===== config.mk =====
export PLATFORM = sky130hd
export DESIGN_NAME = eeprom_i2c_master
export DESIGN_NICKNAME = d
export VERILOG_FILES = /design/src/rtl/eei2c_pkg.sv /design/src/rtl/eei2c_qtick.sv /design/src/rtl/eei2c_bitphy.sv /design/src/rtl/eeprom_i2c_master.sv
export SDC_FILE = /design/constraint.sdc
export NUM_CORES = 1
export LEC_CHECK = 0
export BUFFER_PORTS_ARGS = -buffer_cell sky130_fd_sc_hd__buf_2
export CORE_ASPECT_RATIO = 0.75
export CORE_MARGIN = 5
export CORE_UTILIZATION = 25
export CTS_BUF_LIST = sky130_fd_sc_hd__clkbuf_8
export DETAILED_ROUTE_END_ITERATION = 16
export GPL_TIMING_DRIVEN = 1
export SLEW_MARGIN = 0
export SYNTH_ARGS = -nofsm -noshare
export SYNTH_HDL_FRONTEND = slang
export SYNTH_SLANG_ARGS = --single-unit

===== constraint.sdc =====
create_clock -name clk -period 4.2 [get_ports clk]
set_input_delay 0.84 -clock clk [delete_from_list [all_inputs] [get_ports clk]]
set_output_delay 0.84 -clock clk [all_outputs]
set_load 0.05 [all_outputs]

===== src/rtl/eei2c_pkg.sv =====
package eei2c_pkg;

    typedef enum logic [1:0] {
        OP_START,
        OP_STOP,
        OP_WRITE,
        OP_READ
    } bitop_e;

    typedef enum logic [2:0] {
        SQ_IDLE,
        SQ_START,
        SQ_TX,
        SQ_RSTART,
        SQ_RX,
        SQ_NACK,
        SQ_STOP
    } seq_e;

    typedef struct packed {
        logic scl_low;
        logic sda_low;
    } pins_s;

    typedef struct packed {
        logic [6:0]  dev;
        logic        rd;
        logic [15:0] mem;
        logic [7:0]  wdata;
    } xfer_s;

    // Line drive for one quarter of a bit slot.
    function automatic pins_s phase_pins(bitop_e op, logic [1:0] ph,
                                         logic wbit, logic scl_prev);
        pins_s p;
        p.scl_low = (ph == 2'd0) || (ph == 2'd3);
        p.sda_low = 1'b0;
        case (op)
            OP_START: begin
                p.sda_low = ph[1];
                p.scl_low = (ph == 2'd0) ? scl_prev : (ph == 2'd3);
            end
            OP_STOP: begin
                p.sda_low = !ph[1];
                p.scl_low = (ph == 2'd0);
            end
            OP_WRITE: p.sda_low = !wbit;
            default:  p.sda_low = 1'b0;
        endcase
        return p;
    endfunction

    function automatic logic [7:0] addr_byte(logic [6:0] dev, logic rd);
        return {dev, rd};
    endfunction

endpackage


===== src/rtl/eei2c_qtick.sv =====
module eei2c_qtick #(
    parameter int QDIV = 250
) (
    input  logic clk,
    input  logic rst,
    input  logic clr,
    input  logic en,
    output logic tick
);
    localparam int CW = (QDIV > 1) ? $clog2(QDIV) : 1;
    localparam logic [CW-1:0] LAST = CW'(QDIV - 1);

    logic [CW-1:0] cnt;

    assign tick = en && (cnt == LAST);

    always_ff @(posedge clk) begin
        if (rst || clr) begin
            cnt <= '0;
        end else if (en) begin
            cnt <= tick ? '0 : cnt + 1'b1;
        end
    end
endmodule


===== src/rtl/eei2c_bitphy.sv =====
module eei2c_bitphy
    import eei2c_pkg::*;
#(
    parameter int QDIV = 250
) (
    input  logic   clk,
    input  logic   rst,
    input  logic   go,
    input  bitop_e op,
    input  logic   wbit,
    input  logic   scl_i,
    input  logic   sda_i,
    output logic   op_done,
    output logic   rbit,
    output logic   scl_oe,
    output logic   sda_oe
);
    logic       active;
    logic [1:0] ph;
    bitop_e     cur;
    logic       wb;
    pins_s      pins;
    logic       tick;
    logic       held;

    // Phase 1 releases SCL; wait there while a slave keeps it low.
    assign held = active && (ph == 2'd1) && !scl_i;

    eei2c_qtick #(.QDIV(QDIV)) u_tick (
        .clk (clk),
        .rst (rst),
        .clr (go && !active),
        .en  (active && !held),
        .tick(tick)
    );

    always_ff @(posedge clk) begin
        if (rst) begin
            active  <= 1'b0;
            ph      <= 2'd0;
            cur     <= OP_STOP;
            wb      <= 1'b1;
            pins    <= '0;
            op_done <= 1'b0;
            rbit    <= 1'b1;
        end else begin
            op_done <= 1'b0;
            if (!active && go) begin
                active <= 1'b1;
                ph     <= 2'd0;
                cur    <= op;
                wb     <= wbit;
                pins   <= phase_pins(op, 2'd0, wbit, pins.scl_low);
            end else if (tick) begin
                if (ph == 2'd2) rbit <= sda_i;
                if (ph == 2'd3) begin
                    active  <= 1'b0;
                    op_done <= 1'b1;
                end else begin
                    ph   <= ph + 2'd1;
                    pins <= phase_pins(cur, ph + 2'd1, wb, pins.scl_low);
                end
            end
        end
    end

    assign scl_oe = pins.scl_low;
    assign sda_oe = pins.sda_low;
endmodule


===== src/rtl/eeprom_i2c_master.sv =====
module eeprom_i2c_master
    import eei2c_pkg::*;
#(
    parameter int CLK_HZ = 100_000_000,
    parameter int SCL_HZ = 100_000
) (
    input  logic        clk,
    input  logic        rst,
    input  logic        cmd_valid,
    input  logic [6:0]  cmd_dev,
    input  logic        cmd_rd,
    input  logic [15:0] cmd_mem,
    input  logic [7:0]  cmd_wdata,
    output logic        busy,
    output logic        done,
    output logic        ack_err,
    output logic [7:0]  rdata,
    output logic        scl_oe,
    output logic        sda_oe,
    input  logic        scl_i,
    input  logic        sda_i
);
    localparam int QDIV = CLK_HZ / (4 * SCL_HZ);

    seq_e       st;
    xfer_s      xf;
    logic       go;
    bitop_e     op;
    logic       wbit;
    logic [3:0] bitn;
    logic [1:0] bidx;
    logic [7:0] sh;
    logic [7:0] next_byte;
    logic       err;
    logic       op_done;
    logic       rbit;

    eei2c_bitphy #(.QDIV(QDIV)) u_phy (
        .clk    (clk),
        .rst    (rst),
        .go     (go),
        .op     (op),
        .wbit   (wbit),
        .scl_i  (scl_i),
        .sda_i  (sda_i),
        .op_done(op_done),
        .rbit   (rbit),
        .scl_oe (scl_oe),
        .sda_oe (sda_oe)
    );

    always_comb begin
        case (bidx)
            2'd0:    next_byte = xf.mem[15:8];
            2'd1:    next_byte = xf.mem[7:0];
            default: next_byte = xf.wdata;
        endcase
    end

    assign busy = (st != SQ_IDLE);

    always_ff @(posedge clk) begin
        if (rst) begin
            st      <= SQ_IDLE;
            xf      <= '0;
            go      <= 1'b0;
            op      <= OP_STOP;
            wbit    <= 1'b1;
            bitn    <= 4'd0;
            bidx    <= 2'd0;
            sh      <= 8'd0;
            err     <= 1'b0;
            done    <= 1'b0;
            ack_err <= 1'b0;
            rdata   <= 8'd0;
        end else begin
            go   <= 1'b0;
            done <= 1'b0;
            case (st)
                SQ_IDLE: if (cmd_valid) begin
                    xf      <= '{dev: cmd_dev, rd: cmd_rd, mem: cmd_mem, wdata: cmd_wdata};
                    err     <= 1'b0;
                    ack_err <= 1'b0;
                    bidx    <= 2'd0;
                    st      <= SQ_START;
                    go      <= 1'b1;
                    op      <= OP_START;
                end
                SQ_START, SQ_RSTART: if (op_done) begin
                    sh   <= addr_byte(xf.dev, st == SQ_RSTART);
                    bidx <= (st == SQ_RSTART) ? 2'd3 : 2'd0;
                    bitn <= 4'd0;
                    st   <= SQ_TX;
                    go   <= 1'b1;
                    op   <= OP_WRITE;
                    wbit <= xf.dev[6];
                end
                SQ_TX: if (op_done) begin
                    go <= 1'b1;
                    if (bitn < 4'd7) begin
                        bitn <= bitn + 4'd1;
                        sh   <= {sh[6:0], 1'b0};
                        op   <= OP_WRITE;
                        wbit <= sh[6];
                    end else if (bitn == 4'd7) begin
                        bitn <= 4'd8;
                        op   <= OP_READ;
                    end else if (rbit) begin
                        err <= 1'b1;
                        st  <= SQ_STOP;
                        op  <= OP_STOP;
                    end else begin
                        bitn <= 4'd0;
                        if (bidx == 2'd3) begin
                            st <= xf.rd ? SQ_RX : SQ_STOP;
                            op <= xf.rd ? OP_READ : OP_STOP;
                        end else if (bidx == 2'd2 && xf.rd) begin
                            st <= SQ_RSTART;
                            op <= OP_START;
                        end else begin
                            sh   <= next_byte;
                            bidx <= bidx + 2'd1;
                            op   <= OP_WRITE;
                            wbit <= next_byte[7];
                        end
                    end
                end
                SQ_RX: if (op_done) begin
                    sh <= {sh[6:0], rbit};
                    go <= 1'b1;
                    if (bitn == 4'd7) begin
                        rdata <= {sh[6:0], rbit};
                        st    <= SQ_NACK;
                        op    <= OP_WRITE;
                        wbit  <= 1'b1;
                    end else begin
                        bitn <= bitn + 4'd1;
                        op   <= OP_READ;
                    end
                end
                SQ_NACK: if (op_done) begin
                    st <= SQ_STOP;
                    go <= 1'b1;
                    op <= OP_STOP;
                end
                SQ_STOP: if (op_done) begin
                    st      <= SQ_IDLE;
                    done    <= 1'b1;
                    ack_err <= err;
                end
                default: st <= SQ_IDLE;
            endcase
        end
    end
endmodule


Yosys cells after proc, flatten, opt, wreduce, memory -nomap -nowiden
Index checks and enable logic that the tools add are counted.
{ "word_totals": {"ff_bits": 81, "input_bits": 37, "out_inout_bits": 13} }
{ "classes": {"addsub": 4, "n_lt_le_gt_ge": 1, "n_eq_ne": 42, "mux": 88, "bitwise": 4, "reduce_logical": 47} }
{ "op_table": {"columns": ["op", "n"], "rows": [
  ["$mux 7", 8],
  ["$mux 2", 23],
  ["$mux 3", 12],
  ["$mux 4", 7],
  ["$mux 1", 24],
  ["$pmux 7 s3", 1],
  ["$ne 2x2->1 const B", 10],
  ["$pmux 3 s6", 1],
  ["$reduce_and 6->1", 3],
  ["$reduce_and 9->1", 2],
  ["$pmux 8 s2", 1],
  ["$ne 3x3->1 const B", 5],
  ["$eq 2x2->1 const B", 7],
  ["$ne 2x1->1 const B", 6],
  ["$pmux 4 s3", 1],
  ["$pmux 1 s2", 5],
  ["$pmux 2 s5", 1],
  ["$reduce_and 10->1", 1],
  ["$eq 3x3->1 const B", 3],
  ["$reduce_and 3->1", 3],
  ["$reduce_bool 3->1", 3],
  ["$add 8x1->8 const B", 1],
  ["$eq 2x1->1 const B", 4],
  ["$eq 8x8->1 const B", 1],
  ["25 further kinds", 53]
]} }

Depth between registers and ports, before layout
{ "depth": {"word_depth": 9, "depth_mapped": 7, "mapped_depth_nobuf": 6} }

Hierarchy
From an unflattened synthesis, not the netlist that was laid out.
{ "unflattened": {"cells_unflattened": 499, "area_unflattened_um2": 4035.1} }
{ "modules_own_cells": {"columns": ["module", "n_inst", "cells_per_inst", "area_each_um2", "seq_area_each_um2"], "rows": [
  ["eeprom_i2c_master", 1, 381, 3026.7, 1261.2],
  ["eei2c_bitphy", 1, 65, 563.0, 200.2],
  ["eei2c_qtick", 1, 53, 445.4, 160.2]
]} }

Least setup slack after synthesis
OpenSTA, ideal clock, no wires.
{ "synth_timing": {"path_type": "input to register", "start": "in scl_i", "end": "reg u_phy.pins (netlist bit u_phy.sda_oe)", "arrival_ps": 1785, "required_time_ps": 4086, "path_slack_ps": 2301, "cell_stages": 5, "path_buffers": 1, "cell_sequence": "nand2b_1 -> clkbuf_1 -> and4_1 -> nand2b_1 -> a2111oi_0"} }
{ "synth_between": {"elab_chain_cells": 7} }
{ "synth_rtl": {"columns": ["element", "line", "text"], "rows": [
  ["start, declared", "eeprom_i2c_master.sv:20", "input logic scl_i,"],
  ["$logic_not 1->1", "eei2c_bitphy.sv:27", "assign held = active && (ph == 2'd1) && !scl_i;"],
  ["$logic_and 1x1->1", "eei2c_bitphy.sv:27", null],
  ["$logic_not 1->1", "eei2c_bitphy.sv:33", ".en (active && !held),"],
  ["$logic_and 1x1->1", "eei2c_bitphy.sv:33", null],
  ["$logic_and 1x1->1", "eei2c_qtick.sv:15", "assign tick = en && (cnt == LAST);"],
  ["$reduce_bool 2->1 (no source line)", null, null],
  ["$reduce_and 2->1 (no source line)", null, null],
  ["end signal, assigned", "eei2c_bitphy.sv:53", "pins <= phase_pins(op, 2'd0, wbit, pins.scl_low);"],
  ["end signal, assigned", "eei2c_bitphy.sv:61", "pins <= phase_pins(cur, ph + 2'd1, wb, pins.scl_low);"],
  ["end, declared", "eei2c_bitphy.sv:22", "pins_s pins;"]
]} }
No other way between the ends.
A chain may end at the register's enable or synchronous reset.

Worst setup path in the final report
{ "layout_timing": {"start": "reg st[0]", "end": "out busy"} }
{ "layout_between": {"elab_chain_cells": 1} }
{ "layout_rtl": {"columns": ["element", "line", "text"], "rows": [
  ["start, declared", "eeprom_i2c_master.sv:25", "seq_e st;"],
  ["start signal, assigned", "eeprom_i2c_master.sv:115", "st <= xf.rd ? SQ_RX : SQ_STOP;"],
  ["$reduce_bool 3->1", "eeprom_i2c_master.sv:60", "assign busy = (st != SQ_IDLE);"],
  ["end, declared", "eeprom_i2c_master.sv:14", "output logic busy,"]
]} }
No other way between the ends.

==> metrics.txt <==
starting utilization of the core area=0.256; clock network latency to the later pin of the worst-skew pair=360 ps; IO buf count=49; average via count per standard cell=4.83; area occupied by multi-input gates=2130 µm²; horizontal extent of the die=155 µm; share of the clock period used by the worst path=0.641; area growth from synthesis to final layout=14.6%; count of max-cap constraint violations=0; Worst Hold Slack=459 ps; Layout Nets=558; number of levels the H-tree was split into=3; setup repair after global routing missed its margin=false; Post-CTS Hold Fix Bufs=0; Yosys Warn Count=0; number of nets in the synthesized netlist=528; antenna violation net count after detailed routing=0; CTS tree=done; final period demand of the worst path=2690 ps; Post-Route WL=9710 µm; number of post-CTS setup repair buffers=0; Max FO, Critical Path=26; maximum buffer depth of the clock tree=2; Die Outline Area=18,400 µm²; area share of the largest cell type after synthesis=0.411; final setup violation count=0; Worst EP arrival=1850 ps; Final Skew=10.7 ps; Yosys top cell by area=sky130_fd_sc_hd__dfxtp_1; start-to-end type of the worst setup path=reg2out; Yosys reg bits=81; Post-Place Cells=701; total count of max-transition violations in the final report=0; startpoint type of the worst setup path=flip-flop; Core Region=15,400 µm²; most repeated cell in the gate-level netlist after synthesis=sky130_fd_sc_hd__nand2_1; Antenna Cells=0; average wire per cell in the routed design=13.5 µm; Clock transition at path regs=80 ps; number of placed I/O pins=50; average footprint of a synthesized cell=8.26 µm²; CTS Buf Count=9; chip height=119 µm; list of most frequent post-synthesis cells=sky130_fd_sc_hd__nand2_1 (94), sky130_fd_sc_hd__dfxtp_1 (81), sky130_fd_sc_hd__a21oi_1 (67); maximum clock frequency=371 MHz; Pwr per Cell Area=379 nW/µm²; first-pass GRT wire length=16,400 µm; CP endpoint kind=primary output; share of flip-flops with an asynchronous set or reset after synthesis=0; total grt overflow=0; netlist area before placement=3940 µm²; Finished Layout Cells=717; Max-slew headroom=0.219; number of filler cells placed in the layout=1,644; Worst-Margin Slew=1170 ps; Detailed Routing Iterations Pass 1=4; All-Layer GR Usage=0.106; Vias=3,465; Main synth FF type=sky130_fd_sc_hd__dfxtp_1; Sink Count=81; required time reported for the critical path endpoint=3360 ps; initial antenna violation count=0; Worst VDD drop=0.132 mV; number of enable flip-flop cells after synthesis=0; cts repair resizes=0; Static Leakage=1.66 nW; count of mapped cells out of synthesis=477; iteration-0 DRC count of the detailed router=224; global placement routability congestion=0.853; register area=1620 µm²; type of the most critical hold path=reg2reg; Placement Rows=39; dominant cells by area after synthesis=sky130_fd_sc_hd__dfxtp_1 (41%), sky130_fd_sc_hd__nand2_1 (9.0%), sky130_fd_sc_hd__a21oi_1 (8.5%); share of synthesized area occupied by flip-flops and latches=0.411; post-detailed-route DRC marker count=0; layout cell share with drive strength beyond 1=0.146; via count of the first global-routing pass=3,334; result of the run=finished clean; Final Hold Fails=0; clock tree root driver cell=sky130_fd_sc_hd__clkbuf_8; number of different library cells in the post-synthesis netlist=61; pin count of the biggest net entering global routing=37; Fin Setup TNS=0 ps; hpwl dp=7090 µm
-- cells by family (layout without fill, tap and decap cells) --
family                     count (synthesis)  after routing  share of synthesized area
and+or+nand+nor                          172            172                      0.209
AOI/OAI and AO/OA                        149            149                      0.248
DFF                                       81             81                      0.411
buffers and inverters                     45             80                     0.0473
adders and majority gates                 14             14                     0.0444
muxes                                     11             11                     0.0283
xor gates and xnor gates                   5              5                     0.0111
-- worst max-delay path, stage by stage, from the launching register on --
cell                      delay, ps
sky130_fd_sc_hd__dfxtp_1        840
sky130_fd_sc_hd__nor3_1         230
sky130_fd_sc_hd__inv_1          150
sky130_fd_sc_hd__buf_2          270
-- flip-flops by register name (all words and copies together) (netlist names), 2 cells and up --
name	cells
op	2
bitn	4
xf	32
st	3
bidx	2
u_phy.u_tick.cnt	8
sh	7
u_phy.cur	2
rdata	8
u_phy.ph	2
-- metal layers --
layer  wire length (µm)  GRT usage  vias to the layer above  share of wire
met4                 57     0.0248                        0         0.0059
li1                   -          -                     1768              -
met1               4800      0.152                     1608           0.49
met2               4290      0.156                       82           0.44
met3                566     0.0340                        7          0.058
met5                  0          0                        -              0
-- power breakdown --
group	switching [mW]	internal [mW]	leakage, nW
registers	0.0517	0.816	0.659
clock network	0.299	0.282	0.106
logic	0.168	0.0955	0.896
-- path summary, 6_finish.rpt --
| kind | from | to | slack (ps) | depth (start not counted) |
|---|---|---|---|---|
| worst min-delay path | xf[25]$_SDFFE_PP0P_ | xf[25]$_SDFFE_PP0P_ | 460 | 2 |
| worst max register to register | st[0]$_SDFFE_PP0P_ | op[0]$_SDFFE_PP1P_ | 1700 | 3 |
| worst min register to register | xf[25]$_SDFFE_PP0P_ | xf[25]$_SDFFE_PP0P_ | 460 | 2 |
| worst max-delay path | st[0]$_SDFFE_PP0P_ | busy | 1510 | 3 |
-- per-stage QoR --
stage	instance area, µm²	power [mW]	util	setup WS (ps)
detailed placement	4320	1.15	0.281	1720
global route	4520	1.81	0.294	1390
finish	4520	1.71	0.294	1510
global placement	4320	1.14	0.281	1820
CTS	4520	1.74	0.294	1500
floorplan	3940	1.08	-	2300
-- final cells by class --
cell class,count,share of cell area
multi-input combinational,351,0.472
tap,205,0.0568
inverter,14,0.0116
sequential,81,0.359
timing repair buffer,50,0.0559
clock buffer,9,0.0274
clock inverter,7,0.0172
-- cell usage in the layout, fill, tap and decap left out, drive strengths merged, types with 3 or more instances in the layout --
master / n
nand2: 94
dfxtp: 81
a21oi: 67
buf: 50
nor2: 21
o21ai: 17
inv: 16
ha: 14
mux2i: 10
a311oi: 9
clkbuf: 9
nand3: 8
nand4: 7
a22o: 7
a2bb2oi: 6
nor2b: 6
o211ai: 5
a2111oi: 5
or3: 5
xor2: 4
nand2b: 4
nor3b: 4
or3b: 4
clkinv: 4
o31ai: 3
and2: 3
nor3: 3
a211oi: 3
a21o: 3
o311a: 3
nor4: 3
Power figures use the tool's default switching activity.
